===== src/rtl/adc_seq_pkg.sv =====
package adc_seq_pkg;
  parameter int unsigned CHAN_W_DEF = 4;
  parameter int unsigned SLOT_W_DEF = 4;
  parameter int unsigned REG_W_DEF  = 16;

  typedef enum logic {OWN_S1 = 1'b0, OWN_S2 = 1'b1} owner_e;
endpackage


===== src/rtl/adc_chan_table.sv =====
module adc_chan_table #(
  parameter int unsigned CHAN_W = 4,
  parameter int unsigned NSLOT  = 16,
  parameter int unsigned REG_W  = 16,
  parameter int unsigned NREG   = NSLOT * CHAN_W / REG_W,
  parameter int unsigned AW     = (NREG > 1) ? $clog2(NREG) : 1,
  parameter int unsigned SW     = $clog2(NSLOT)
) (
  input  logic              clk_i,
  input  logic              rst_ni,
  input  logic              we_i,
  input  logic [AW-1:0]     addr_i,
  input  logic [REG_W-1:0]  wdata_i,
  input  logic [SW-1:0]     rd_slot_i,
  output logic [CHAN_W-1:0] rd_chan_o
);
  logic [REG_W-1:0]        regs_q [NREG];
  logic [NSLOT*CHAN_W-1:0] flat;

  for (genvar g = 0; g < NREG; g++) begin : g_reg
    always_ff @(posedge clk_i or negedge rst_ni) begin
      if (!rst_ni) regs_q[g] <= '0;
      else if (we_i && addr_i == AW'(g)) regs_q[g] <= wdata_i;
    end
    assign flat[g*REG_W +: REG_W] = regs_q[g];
  end

  // slot s sits at nibble s of the concatenated words
  assign rd_chan_o = flat[rd_slot_i*CHAN_W +: CHAN_W];

  AST_WRITE_LANDS: assert property (@(posedge clk_i) disable iff (!rst_ni)
    we_i |=> regs_q[$past(addr_i)] == $past(wdata_i));
endmodule


===== src/rtl/adc_seq_engine.sv =====
module adc_seq_engine #(
  parameter int unsigned SLOT_W = 4
) (
  input  logic              clk_i,
  input  logic              rst_ni,
  input  logic              trig_i,
  input  logic [SLOT_W-1:0] base_i,
  input  logic [SLOT_W-1:0] last_off_i,
  input  logic              done_i,
  output logic              req_o,
  output logic [SLOT_W-1:0] slot_o,
  output logic              eos_o
);
  logic              active_q, pend_q;
  logic [SLOT_W-1:0] off_q;
  logic              is_last;

  assign is_last = (off_q == last_off_i);
  assign req_o   = active_q;
  assign slot_o  = base_i | off_q;
  assign eos_o   = done_i & is_last;

  always_ff @(posedge clk_i or negedge rst_ni) begin
    if (!rst_ni) begin
      active_q <= 1'b0;
      pend_q   <= 1'b0;
      off_q    <= '0;
    end else if (done_i) begin
      if (is_last) begin
        off_q    <= '0;
        active_q <= pend_q | trig_i;
        pend_q   <= 1'b0;
      end else begin
        off_q <= off_q + 1'b1;
        if (trig_i) pend_q <= 1'b1;
      end
    end else if (trig_i) begin
      if (active_q) pend_q <= 1'b1;
      else          active_q <= 1'b1;
    end
  end

  AST_OFF_IN_RANGE: assert property (@(posedge clk_i) disable iff (!rst_ni)
    active_q |-> off_q <= last_off_i);
  AST_EOS_REWIND: assert property (@(posedge clk_i) disable iff (!rst_ni)
    eos_o |=> off_q == '0);
  AST_DONE_NEEDS_RUN: assert property (@(posedge clk_i) disable iff (!rst_ni)
    done_i |-> active_q);
  AST_PEND_WHILE_BUSY: assert property (@(posedge clk_i) disable iff (!rst_ni)
    pend_q |-> active_q);
endmodule


===== src/rtl/adc_conv_arb.sv =====
module adc_conv_arb
  import adc_seq_pkg::*;
#(
  parameter int unsigned SLOT_W = 4
) (
  input  logic              clk_i,
  input  logic              rst_ni,
  input  logic              req1_i,
  input  logic              req2_i,
  input  logic [SLOT_W-1:0] slot1_i,
  input  logic [SLOT_W-1:0] slot2_i,
  input  logic              done_i,
  output logic              start_o,
  output logic              done1_o,
  output logic              done2_o,
  output logic [SLOT_W-1:0] cur_slot_o
);
  logic   busy_q;
  owner_e owner_q;
  logic   done_ok;

  assign start_o    = !busy_q && (req1_i || req2_i);
  assign done_ok    = done_i && busy_q;
  assign done1_o    = done_ok && owner_q == OWN_S1;
  assign done2_o    = done_ok && owner_q == OWN_S2;
  // channel held stable for the whole conversion
  assign cur_slot_o = busy_q ? ((owner_q == OWN_S1) ? slot1_i : slot2_i)
                             : (req1_i ? slot1_i : slot2_i);

  always_ff @(posedge clk_i or negedge rst_ni) begin
    if (!rst_ni) begin
      busy_q  <= 1'b0;
      owner_q <= OWN_S1;
    end else if (start_o) begin
      busy_q  <= 1'b1;
      owner_q <= req1_i ? OWN_S1 : OWN_S2;
    end else if (done_ok) begin
      busy_q  <= 1'b0;
    end
  end

  AST_S1_FIRST: assert property (@(posedge clk_i) disable iff (!rst_ni)
    (start_o && req1_i) |=> owner_q == OWN_S1);
  AST_SINGLE_OUT: assert property (@(posedge clk_i) disable iff (!rst_ni)
    start_o |=> busy_q && !start_o);
  AST_DONE_FREES: assert property (@(posedge clk_i) disable iff (!rst_ni)
    done_ok |=> !busy_q);
  AST_STRAY_DONE: assert property (@(posedge clk_i) disable iff (!rst_ni)
    (done_i && !busy_q) |-> !(done1_o || done2_o));
endmodule


===== src/rtl/adc_seq_ctrl.sv =====
module adc_seq_ctrl
  import adc_seq_pkg::*;
#(
  parameter int unsigned CHAN_W = CHAN_W_DEF,
  parameter int unsigned SLOT_W = SLOT_W_DEF,
  parameter int unsigned REG_W  = REG_W_DEF,
  localparam int unsigned NSLOT  = 1 << SLOT_W,
  localparam int unsigned NREG   = NSLOT * CHAN_W / REG_W,
  localparam int unsigned REG_AW = (NREG > 1) ? $clog2(NREG) : 1
) (
  input  logic              clk_i,
  input  logic              rst_ni,
  input  logic              cascade_i,
  input  logic              trig_a_i,
  input  logic              trig_b_i,
  input  logic              trig_sw_i,
  input  logic              trig_ext_i,
  input  logic              cfg_we_i,
  input  logic [REG_AW-1:0] cfg_addr_i,
  input  logic [REG_W-1:0]  cfg_wdata_i,
  input  logic [SLOT_W-1:0] max_cnt1_i,
  input  logic [SLOT_W-2:0] max_cnt2_i,
  output logic              conv_start_o,
  output logic [CHAN_W-1:0] conv_chan_o,
  input  logic              conv_done_i,
  output logic              res_we_o,
  output logic [SLOT_W-1:0] res_idx_o,
  output logic              eos1_o,
  output logic              eos2_o
);
  localparam logic [SLOT_W-1:0] BASE2 = SLOT_W'(NSLOT / 2);

  logic              trig1, trig2;
  logic [SLOT_W-1:0] last1, last2;
  logic              req1, req2, done1, done2;
  logic [SLOT_W-1:0] slot1, slot2, cur_slot;

  assign trig1 = trig_a_i | trig_sw_i | trig_ext_i | (cascade_i & trig_b_i);
  assign trig2 = !cascade_i & (trig_b_i | trig_sw_i);
  assign last1 = cascade_i ? max_cnt1_i : {1'b0, max_cnt1_i[SLOT_W-2:0]};
  assign last2 = {1'b0, max_cnt2_i};

  adc_chan_table #(.CHAN_W(CHAN_W), .NSLOT(NSLOT), .REG_W(REG_W)) u_tbl (
    .clk_i, .rst_ni,
    .we_i(cfg_we_i), .addr_i(cfg_addr_i), .wdata_i(cfg_wdata_i),
    .rd_slot_i(cur_slot), .rd_chan_o(conv_chan_o)
  );

  adc_seq_engine #(.SLOT_W(SLOT_W)) u_eng1 (
    .clk_i, .rst_ni, .trig_i(trig1), .base_i('0), .last_off_i(last1),
    .done_i(done1), .req_o(req1), .slot_o(slot1), .eos_o(eos1_o)
  );

  adc_seq_engine #(.SLOT_W(SLOT_W)) u_eng2 (
    .clk_i, .rst_ni, .trig_i(trig2), .base_i(BASE2), .last_off_i(last2),
    .done_i(done2), .req_o(req2), .slot_o(slot2), .eos_o(eos2_o)
  );

  adc_conv_arb #(.SLOT_W(SLOT_W)) u_arb (
    .clk_i, .rst_ni, .req1_i(req1), .req2_i(req2), .slot1_i(slot1),
    .slot2_i(slot2), .done_i(conv_done_i), .start_o(conv_start_o),
    .done1_o(done1), .done2_o(done2), .cur_slot_o(cur_slot)
  );

  assign res_we_o  = done1 | done2;
  assign res_idx_o = cur_slot;

  AST_BANK_LOW: assert property (@(posedge clk_i) disable iff (!rst_ni)
    (done1 && !cascade_i) |-> !res_idx_o[SLOT_W-1]);
  AST_BANK_HIGH: assert property (@(posedge clk_i) disable iff (!rst_ni)
    done2 |-> res_idx_o[SLOT_W-1]);
  AST_CASC_SINGLE: assert property (@(posedge clk_i) disable iff (!rst_ni)
    cascade_i |-> !eos2_o);
endmodule


===== config.mk =====
export PLATFORM = sky130hd
export DESIGN_NAME = adc_seq_ctrl
export DESIGN_NICKNAME = d
export VERILOG_FILES = /design/src/rtl/adc_seq_pkg.sv /design/src/rtl/adc_chan_table.sv /design/src/rtl/adc_seq_engine.sv /design/src/rtl/adc_conv_arb.sv /design/src/rtl/adc_seq_ctrl.sv
export SDC_FILE = /design/constraint.sdc
export NUM_CORES = 1
export LEC_CHECK = 0
export BUFFER_PORTS_ARGS = -buffer_cell sky130_fd_sc_hd__buf_2
export CAP_MARGIN = 20
export CELL_PAD_IN_SITES_DETAIL_PLACEMENT = 0
export CELL_PAD_IN_SITES_GLOBAL_PLACEMENT = 1
export CORE_ASPECT_RATIO = 0.75
export CORE_MARGIN = 3
export CORE_UTILIZATION = 50
export CTS_CLUSTER_DIAMETER = 40
export DETAILED_ROUTE_END_ITERATION = 6
export GPL_TIMING_DRIVEN = 0
export PLACE_DENSITY_LB_ADDON = 0.1
export REMOVE_ABC_BUFFERS = 1
export SYNTH_ARGS = -nofsm -noshare
export SYNTH_HDL_FRONTEND = slang
export SYNTH_SLANG_ARGS = --single-unit

===== constraint.sdc =====
create_clock -name clk_i -period 5.14 [get_ports clk_i]
set_input_delay 0.257 -clock clk_i [delete_from_list [all_inputs] [get_ports clk_i]]
set_output_delay 0.257 -clock clk_i [all_outputs]
set_load 0.01 [all_outputs]

==> results of run 1 <==
[cell families after synthesis]
family | synth area share
adder cells (fa/ha/maj) | 0.006286
multiplexers | 0.2135
XOR/XNOR | 0.01320
flip-flops | 0.4904
buffers and inverters | 0.02798
AND/OR/NAND/NOR | 0.1226
AO/OA/AOI/OAI | 0.1261
[cells in the mapped netlist (all sizes together) (3+ instances only)]
cell type   n  area [um^2]
dfrtp      78         1952
mux2       67        754.5
nand2      28        105.1
nor2       23        93.84
and3       12        75.07
o21ai      12        82.57
a21oi      11        66.32
a211oi     10        75.07
clkbuf      9        33.78
nand3       8        50.05
a2111oi     7        68.81
inv         7        26.28
nand2b      7        43.79
buf         6        51.30
xor2        6        52.55
mux2i       5        50.05
a311oi      4        35.03
and2        4        30.03
nor2b       4        25.02
a211o       3        26.28
a31oi       3        18.77
nor3        3        15.01
[worst max-delay path, delay by kind of cell (launching register included)]
family / cells / cell delay (ns)
flops: 1 / 0.51
compound gates: 4 / 1.19
simple gates: 2 / 0.83
buf+inv: 2 / 0.53
[area by class of cell]
class                           count  area share
Tap cell                          101     0.02771
Timing Repair Buffer               48     0.06063
Clock inverter                      4     0.02634
Inverter                            7    0.005761
Multi-Input combinational cell    243      0.4214
Sequential cell                    78      0.4280
Clock buffer                       10     0.03018
[layout by cell type, fill, tap and decap left out, types with 2 or more instances in the layout]
cell / instances
a31oi_1: 3
mux4_2: 2
o31ai_1: 2
bufinv_16: 4
inv_1: 5
nor2b_1: 4
nand3_1: 6
a2111oi_0: 5
ha_1: 2
clkbuf_8: 10
a41o_1: 2
dfrtp_1: 78
a21oi_1: 10
nor3_1: 3
a211oi_1: 10
mux2_2: 67
and2_4: 2
buf_2: 44
nand3_2: 2
a211o_1: 3
and3_1: 12
o21ai_0: 9
nand2b_1: 7
o21ai_4: 2
mux2i_1: 5
inv_2: 2
xor2_1: 6
nand2_1: 28
nand3b_1: 2
and2_1: 2
nor2_1: 22
a311oi_1: 4
[how the worst max path moves through the flow]
stage,startpoint,endpoint,slack (ns),depth (start not counted)
after floorplan,u_arb.busy_q$_DFFE_PN0P_,conv_chan_o[1],2.59,7
after global placement,u_arb.busy_q$_DFFE_PN0P_,conv_chan_o[2],1.81,8
after detailed placement,u_arb.busy_q$_DFFE_PN0P_,conv_chan_o[1],1.92,8
after CTS,u_arb.busy_q$_DFFE_PN0P_,conv_chan_o[1],1.49,8
after global routing,u_arb.busy_q$_DFFE_PN0P_,conv_chan_o[1],1.22,8
final,u_arb.busy_q$_DFFE_PN0P_,conv_chan_o[1],1.47,8
[what timing repair did]
| action | CTS | global route |
|---|---|---|
| endpoints found under the hold margin | 28 | 0 |
| gates resized for setup | 0 | 0 |
| endpoints found under the setup margin | 0 | 0 |
| hold buffers | 1 | 0 |
[through the flow]
step	area (um^2)	setup slack [ns]	util
final	4561	1.465	0.6054
after global routing	4561	1.216	0.6054
after CTS	4561	1.494	0.6054
after detailed placement	4293	1.915	0.5698
after global placement	4247	1.811	0.5637
after floorplan	3895	2.592	-
[flip-flops by register name, indices dropped and copies added, names as in the netlist]
name,count
u_eng1.req_o,1
u_eng1.pend_q,1
u_eng1.off_q,4
u_arb.busy_q,1
u_eng2.pend_q,1
u_eng2.off_q,4
u_eng2.req_o,1
u_arb.owner_q,1
u_tbl.flat,64
[per-layer routing]
layer / share of wire / wire [um] / vias up
li1: - / - / 1344
met1: 0.51 / 4648 / 1463
met2: 0.44 / 4013 / 49
met3: 0.041 / 377 / 6
met4: 0.0071 / 65 / 0
met5: 0 / 0 / -
[power groups by stage]
stage,Clock (uW),Combinational (uW),Sequential [uW]
2_1_floorplan,0,448,789
3_3_place_gp,0,632,812
3_5_place_dp,0,645,816
4_1_cts,613,649,804
5_1_grt,644,713,823
6_report,603,646,805
==> results.cfg, run 1 <==
[logic_synthesis]
seq_area_frac_synth = 0.4904
synth_cells = 343
synth_cell_type_count = 54
ys_ff_latch = 78
yosysWarnings = 0
syn_area_um2 = 3980
synth-async-reset-ratio = 1.000
synth_edf_count = 0
synth_flop_cell = dfrtp_1
syn_avg_cell_area_um2 = 11.60

[global_routing]
grt_start_max_net_pins = 51
grt_pass1_wl_um = 15230
grt_overflow = 0
use_met1 = 0.3241
grt_util_all_layers = 0.2180
use_met3 = 0.05828
grt_antenna_before_repair = 0
grt_pass1_vias = 2950
use_met2 = 0.3177
gr-max-usage-layer = met1

[placed_design]
gp_congestion = 0.7447
dp_hpwl_um = 6285
io_buffer_count = 45
placedCellCount = 476

[route]
dr.pass1.iters = 4
ant_nets = 0
drc = 0
vias = 2862
routed_wl_um = 9105
drt_iter0_markers = 147
post_drt_wl_per_cell_um = 18.54
via_per_inst = 5.829

[job]
drv_cap = 0

[clocking]
h-tree-depth = 3
post_cts_buffers = 0
cts_tree = yes
cts_sinks = 78
clockRootBuffer = clkbuf_8
cts_buffers = 9
worstSkewPairLatency_ns = 0.36
cts_buffer_depth = 2
clk_pin_slew_ns = 0.09

[power_and_ir_drop]
total_power_uw = 2054
power_density_nw_per_um2 = 450.3
leakage_uw = 0.002012
peakVddDrop_v = 0.0002644
seq_power_share = 0.392
clkPwrFrac = 0.294
p_int_uw = 1399
switching_share = 0.3190
power_frac_comb = 0.314
p_switching_uw = 655.1

[worst_setup_path]
r2r-start = u_eng1.off_q[1]$_DFFE_PN0P_
rr_worst_depth = 6
end_kind = output pin
worstSetupPathType = reg -> out
slowest_delay_ns = 0.57
cp.arrival_ns = 3.42
cp_slowest_cell = and2_1
worst-r2r-setup-slack_ns = 3.08
path_max_fanout = 22
crit_required_ns = 4.88
start_kind = register
cp_cell_sequence = and2_4, o21ai_4, and2_1, inv_2, a2111oi_0, a311oi_1, a211o_1, buf_2
crit-reg2reg-capture = u_eng1.req_o$_DFFE_PN0P_

[timing]
fin_tns_setup_ns = 0
worst_pin_slew_ns = 0.9385
fmax_ghz = 0.2721
maxSlewHeadroom = 0.3724
final-hold-violation-count = 0
hold_slack_ns = 0.1756
period_minus_slack_ns = 3.675
min_period_over_period = 0.7150
maxSlewViolCount = 0
fin_skew_ns = 0.01342
setup_viol = 0
rsz0062_at_grt = false

[outcome]
outcome = finished, final reports clean

[worst_hold_path]
hp-class = in -> reg
min_to = u_tbl.flat[9]$_DFFE_PN0P_
hold_depth = 2
min_from = cfg_wdata_i[9]

[floorplan]
rows = 27
initial_core_util = 0.5283
dieArea_um2 = 9078
die_w_um = 109.0
num_io_pins = 46
die_y_um = 83.27
coreArea_um2 = 7533

[cells_and_area]
n_antenna_cell = 0
seqCellArea_um2 = 1952
multiInputGateArea_um2 = 1922
fillerInstances = 654
final_cells = 491
drive_gt1_frac = 0.3718
syn_to_final_growth_pct = 14.59
fin_nets = 423
Power figures use the tool's default switching activity.
==> run 2, diff against run 1 <==
--- a/config.mk
+++ b/config.mk
@@ -11,7 +11,7 @@
 export CELL_PAD_IN_SITES_GLOBAL_PLACEMENT = 1
 export CORE_ASPECT_RATIO = 0.75
 export CORE_MARGIN = 3
-export CORE_UTILIZATION = 50
+export CORE_UTILIZATION = 42
 export CTS_CLUSTER_DIAMETER = 40
 export DETAILED_ROUTE_END_ITERATION = 6
 export GPL_TIMING_DRIVEN = 0
==> constraint.sdc (replaced) <==
create_clock -name clk_i -period 3.3 [get_ports clk_i]
set_input_delay 0.165 -clock clk_i [delete_from_list [all_inputs] [get_ports clk_i]]
set_output_delay 0.165 -clock clk_i [all_outputs]
set_load 0.01 [all_outputs]
==> results.cfg, run 2 (synthesized netlist as in run 1, its figures left out) <==
[global_routing]
grt_overflow = 0
grt_start_max_net_pins = 68
grt_pass1_vias = 2788
grt_util_all_layers = 0.1859
grt_pass1_wl_um = 15450
grt_antenna_before_repair = 0

[timing]
fin_ws_ns = 0.2053
worst_pin_slew_ns = 0.9665
rsz0062_at_grt = false
fin_tns_setup_ns = 0
fin_skew_ns = 0.006070
final-hold-violation-count = 0
hold_slack_ns = 0.1096
setup_viol = 0
maxSlewHeadroom = 0.3537
min_period_over_period = 0.9378
fmax_ghz = 0.3231
period_minus_slack_ns = 3.095
maxSlewViolCount = 0

[floorplan]
num_io_pins = 46
die_w_um = 118.4
coreArea_um2 = 9121
rows = 30
dieArea_um2 = 10690
die_y_um = 90.31
initial_core_util = 0.4364

[cells_and_area]
largest_register_ffs = 64
fillerInstances = 835
final_cell_mix = dfrtp_1, mux2_2, buf_2, nand2_1, nor2_1
postLayoutCoreUtil = 0.5140
seqCellArea_um2 = 1952
fin_nets = 424
multiInputGateArea_um2 = 1928
syn_to_final_growth_pct = 17.79
drive_gt1_frac = 0.3750
mostFrequentLayoutCell = dfrtp_1
n_antenna_cell = 0

[worst_setup_path]
start_kind = register
crit_required_ns = 3.13
path_max_fanout = 22
cp_top_family = compound AO/OA/AOI/OAI gates
worstSetupPathType = reg -> out
crit_buf_inv = 2
crit_top_cell = and2_4
end_kind = output pin
worst-r2r-setup-slack_ns = 1.39
cp_slowest_cell = a2111oi_1
slowest_delay_ns = 0.50
cp_cell_sequence = and2_4, o21ai_4, and2_4, inv_2, a2111oi_1, a311oi_1, a211o_1, buf_2
cp.arrival_ns = 2.93

[route]
drt_iter0_markers = 230
drc = 0
post_drt_wl_per_cell_um = 17.88
via_per_inst = 5.410
dr.pass1.iters = 4
routed_wl_um = 9300
ant_nets = 0
vias = 2813

[power_and_ir_drop]
leakage_uw = 0.002057
power_density_nw_per_um2 = 726.6
peakVddDrop_v = 0.0003319
total_power_uw = 3407

[clocking]
cts_buffers = 9
h-tree-depth = 3
cts_buffer_depth = 2
cts_sinks = 78
clockRootBuffer = clkbuf_16
cts_tree = yes
worstSkewPairLatency_ns = 0.33
post_cts_buffers = 0
clk_pin_slew_ns = 0.06

[outcome]
outcome = finished, final reports clean

[placed_design]
pre_cts_ws_ns = 0.07026
gp_congestion = 0.7336
dp_hpwl_um = 6305
io_buffer_count = 45

[job]
drv_cap = 0

[worst_hold_path]
hp-class = in -> reg
run 2: cell count changes in the layout (fill, tap and decap cells not counted), moves of 3 or more:
cell,before,now
clkbuf_8,10,1
a2111oi_1,1,4
clkbuf_16,0,9
a2111oi_0,5,2
run 2: worst reg2reg max path, stage by stage (launching register included):
cell     delay, ns
dfrtp_1       0.45
xor2_1        0.19
nor4_1        0.75
mux2_2        0.29
nor2_1        0.04
a21oi_1       0.12
run 2: timing repair:
item                       in CTS  in global routing
setup endpoints to repair       4                  3
gates resized for setup         1                  6
hold endpoints to repair       41                  0
hold buffers                    1                  0
run 2: final cells by class:
cell class,count,share of cell area
Clock buffer,11,0.05177
Clock inverter,4,0.02028
Inverter,7,0.006138
Multi-Input combinational cell,243,0.4113
Sequential cell,78,0.4163
Tap cell,128,0.03416
Timing Repair Buffer,49,0.06005
run 2: path summary, 6_finish.rpt:
kind	to	startpoint	cells after the start
worst max-delay path	conv_chan_o[1]	u_arb.busy_q$_DFFE_PN0P_	8
worst min-delay path	u_tbl.flat[18]$_DFFE_PN0P_	cfg_wdata_i[2]	2
worst max register to register	u_eng2.req_o$_DFFE_PN0P_	u_eng2.off_q[2]$_DFFE_PN0P_	5
worst min register to register	u_tbl.flat[24]$_DFFE_PN0P_	u_tbl.flat[24]$_DFFE_PN0P_	1
max in group asynchronous	u_tbl.flat[60]$_DFFE_PN0P_	rst_ni	3
min in group asynchronous	u_tbl.flat[54]$_DFFE_PN0P_	rst_ni	2
run 2: power breakdown:
part	switching, uW	internal (uW)
Clock	370	754
Sequential	126	1130
Combinational	557	471
Total	1050	2350
run 2: per-layer routing:
metal  share of wire  track usage  vias to the layer above
li1                -            -                     1345
met1            0.51       0.2926                     1416
met2            0.44       0.2534                       46
met3           0.040      0.04696                        6
met4          0.0081      0.04629                        0
met5               0            0                        -
run 2: stage by stage:
| stage | instances | cell area (um^2) |
|---|---|---|
| 6_report | 520 | 4688 |
| 5_1_grt | 520 | 4688 |
| 4_1_cts | 519 | 4676 |
| 3_5_place_dp | 503 | 4327 |
| 3_3_place_gp | 501 | 4280 |
| 2_1_floorplan | 328 | 3895 |
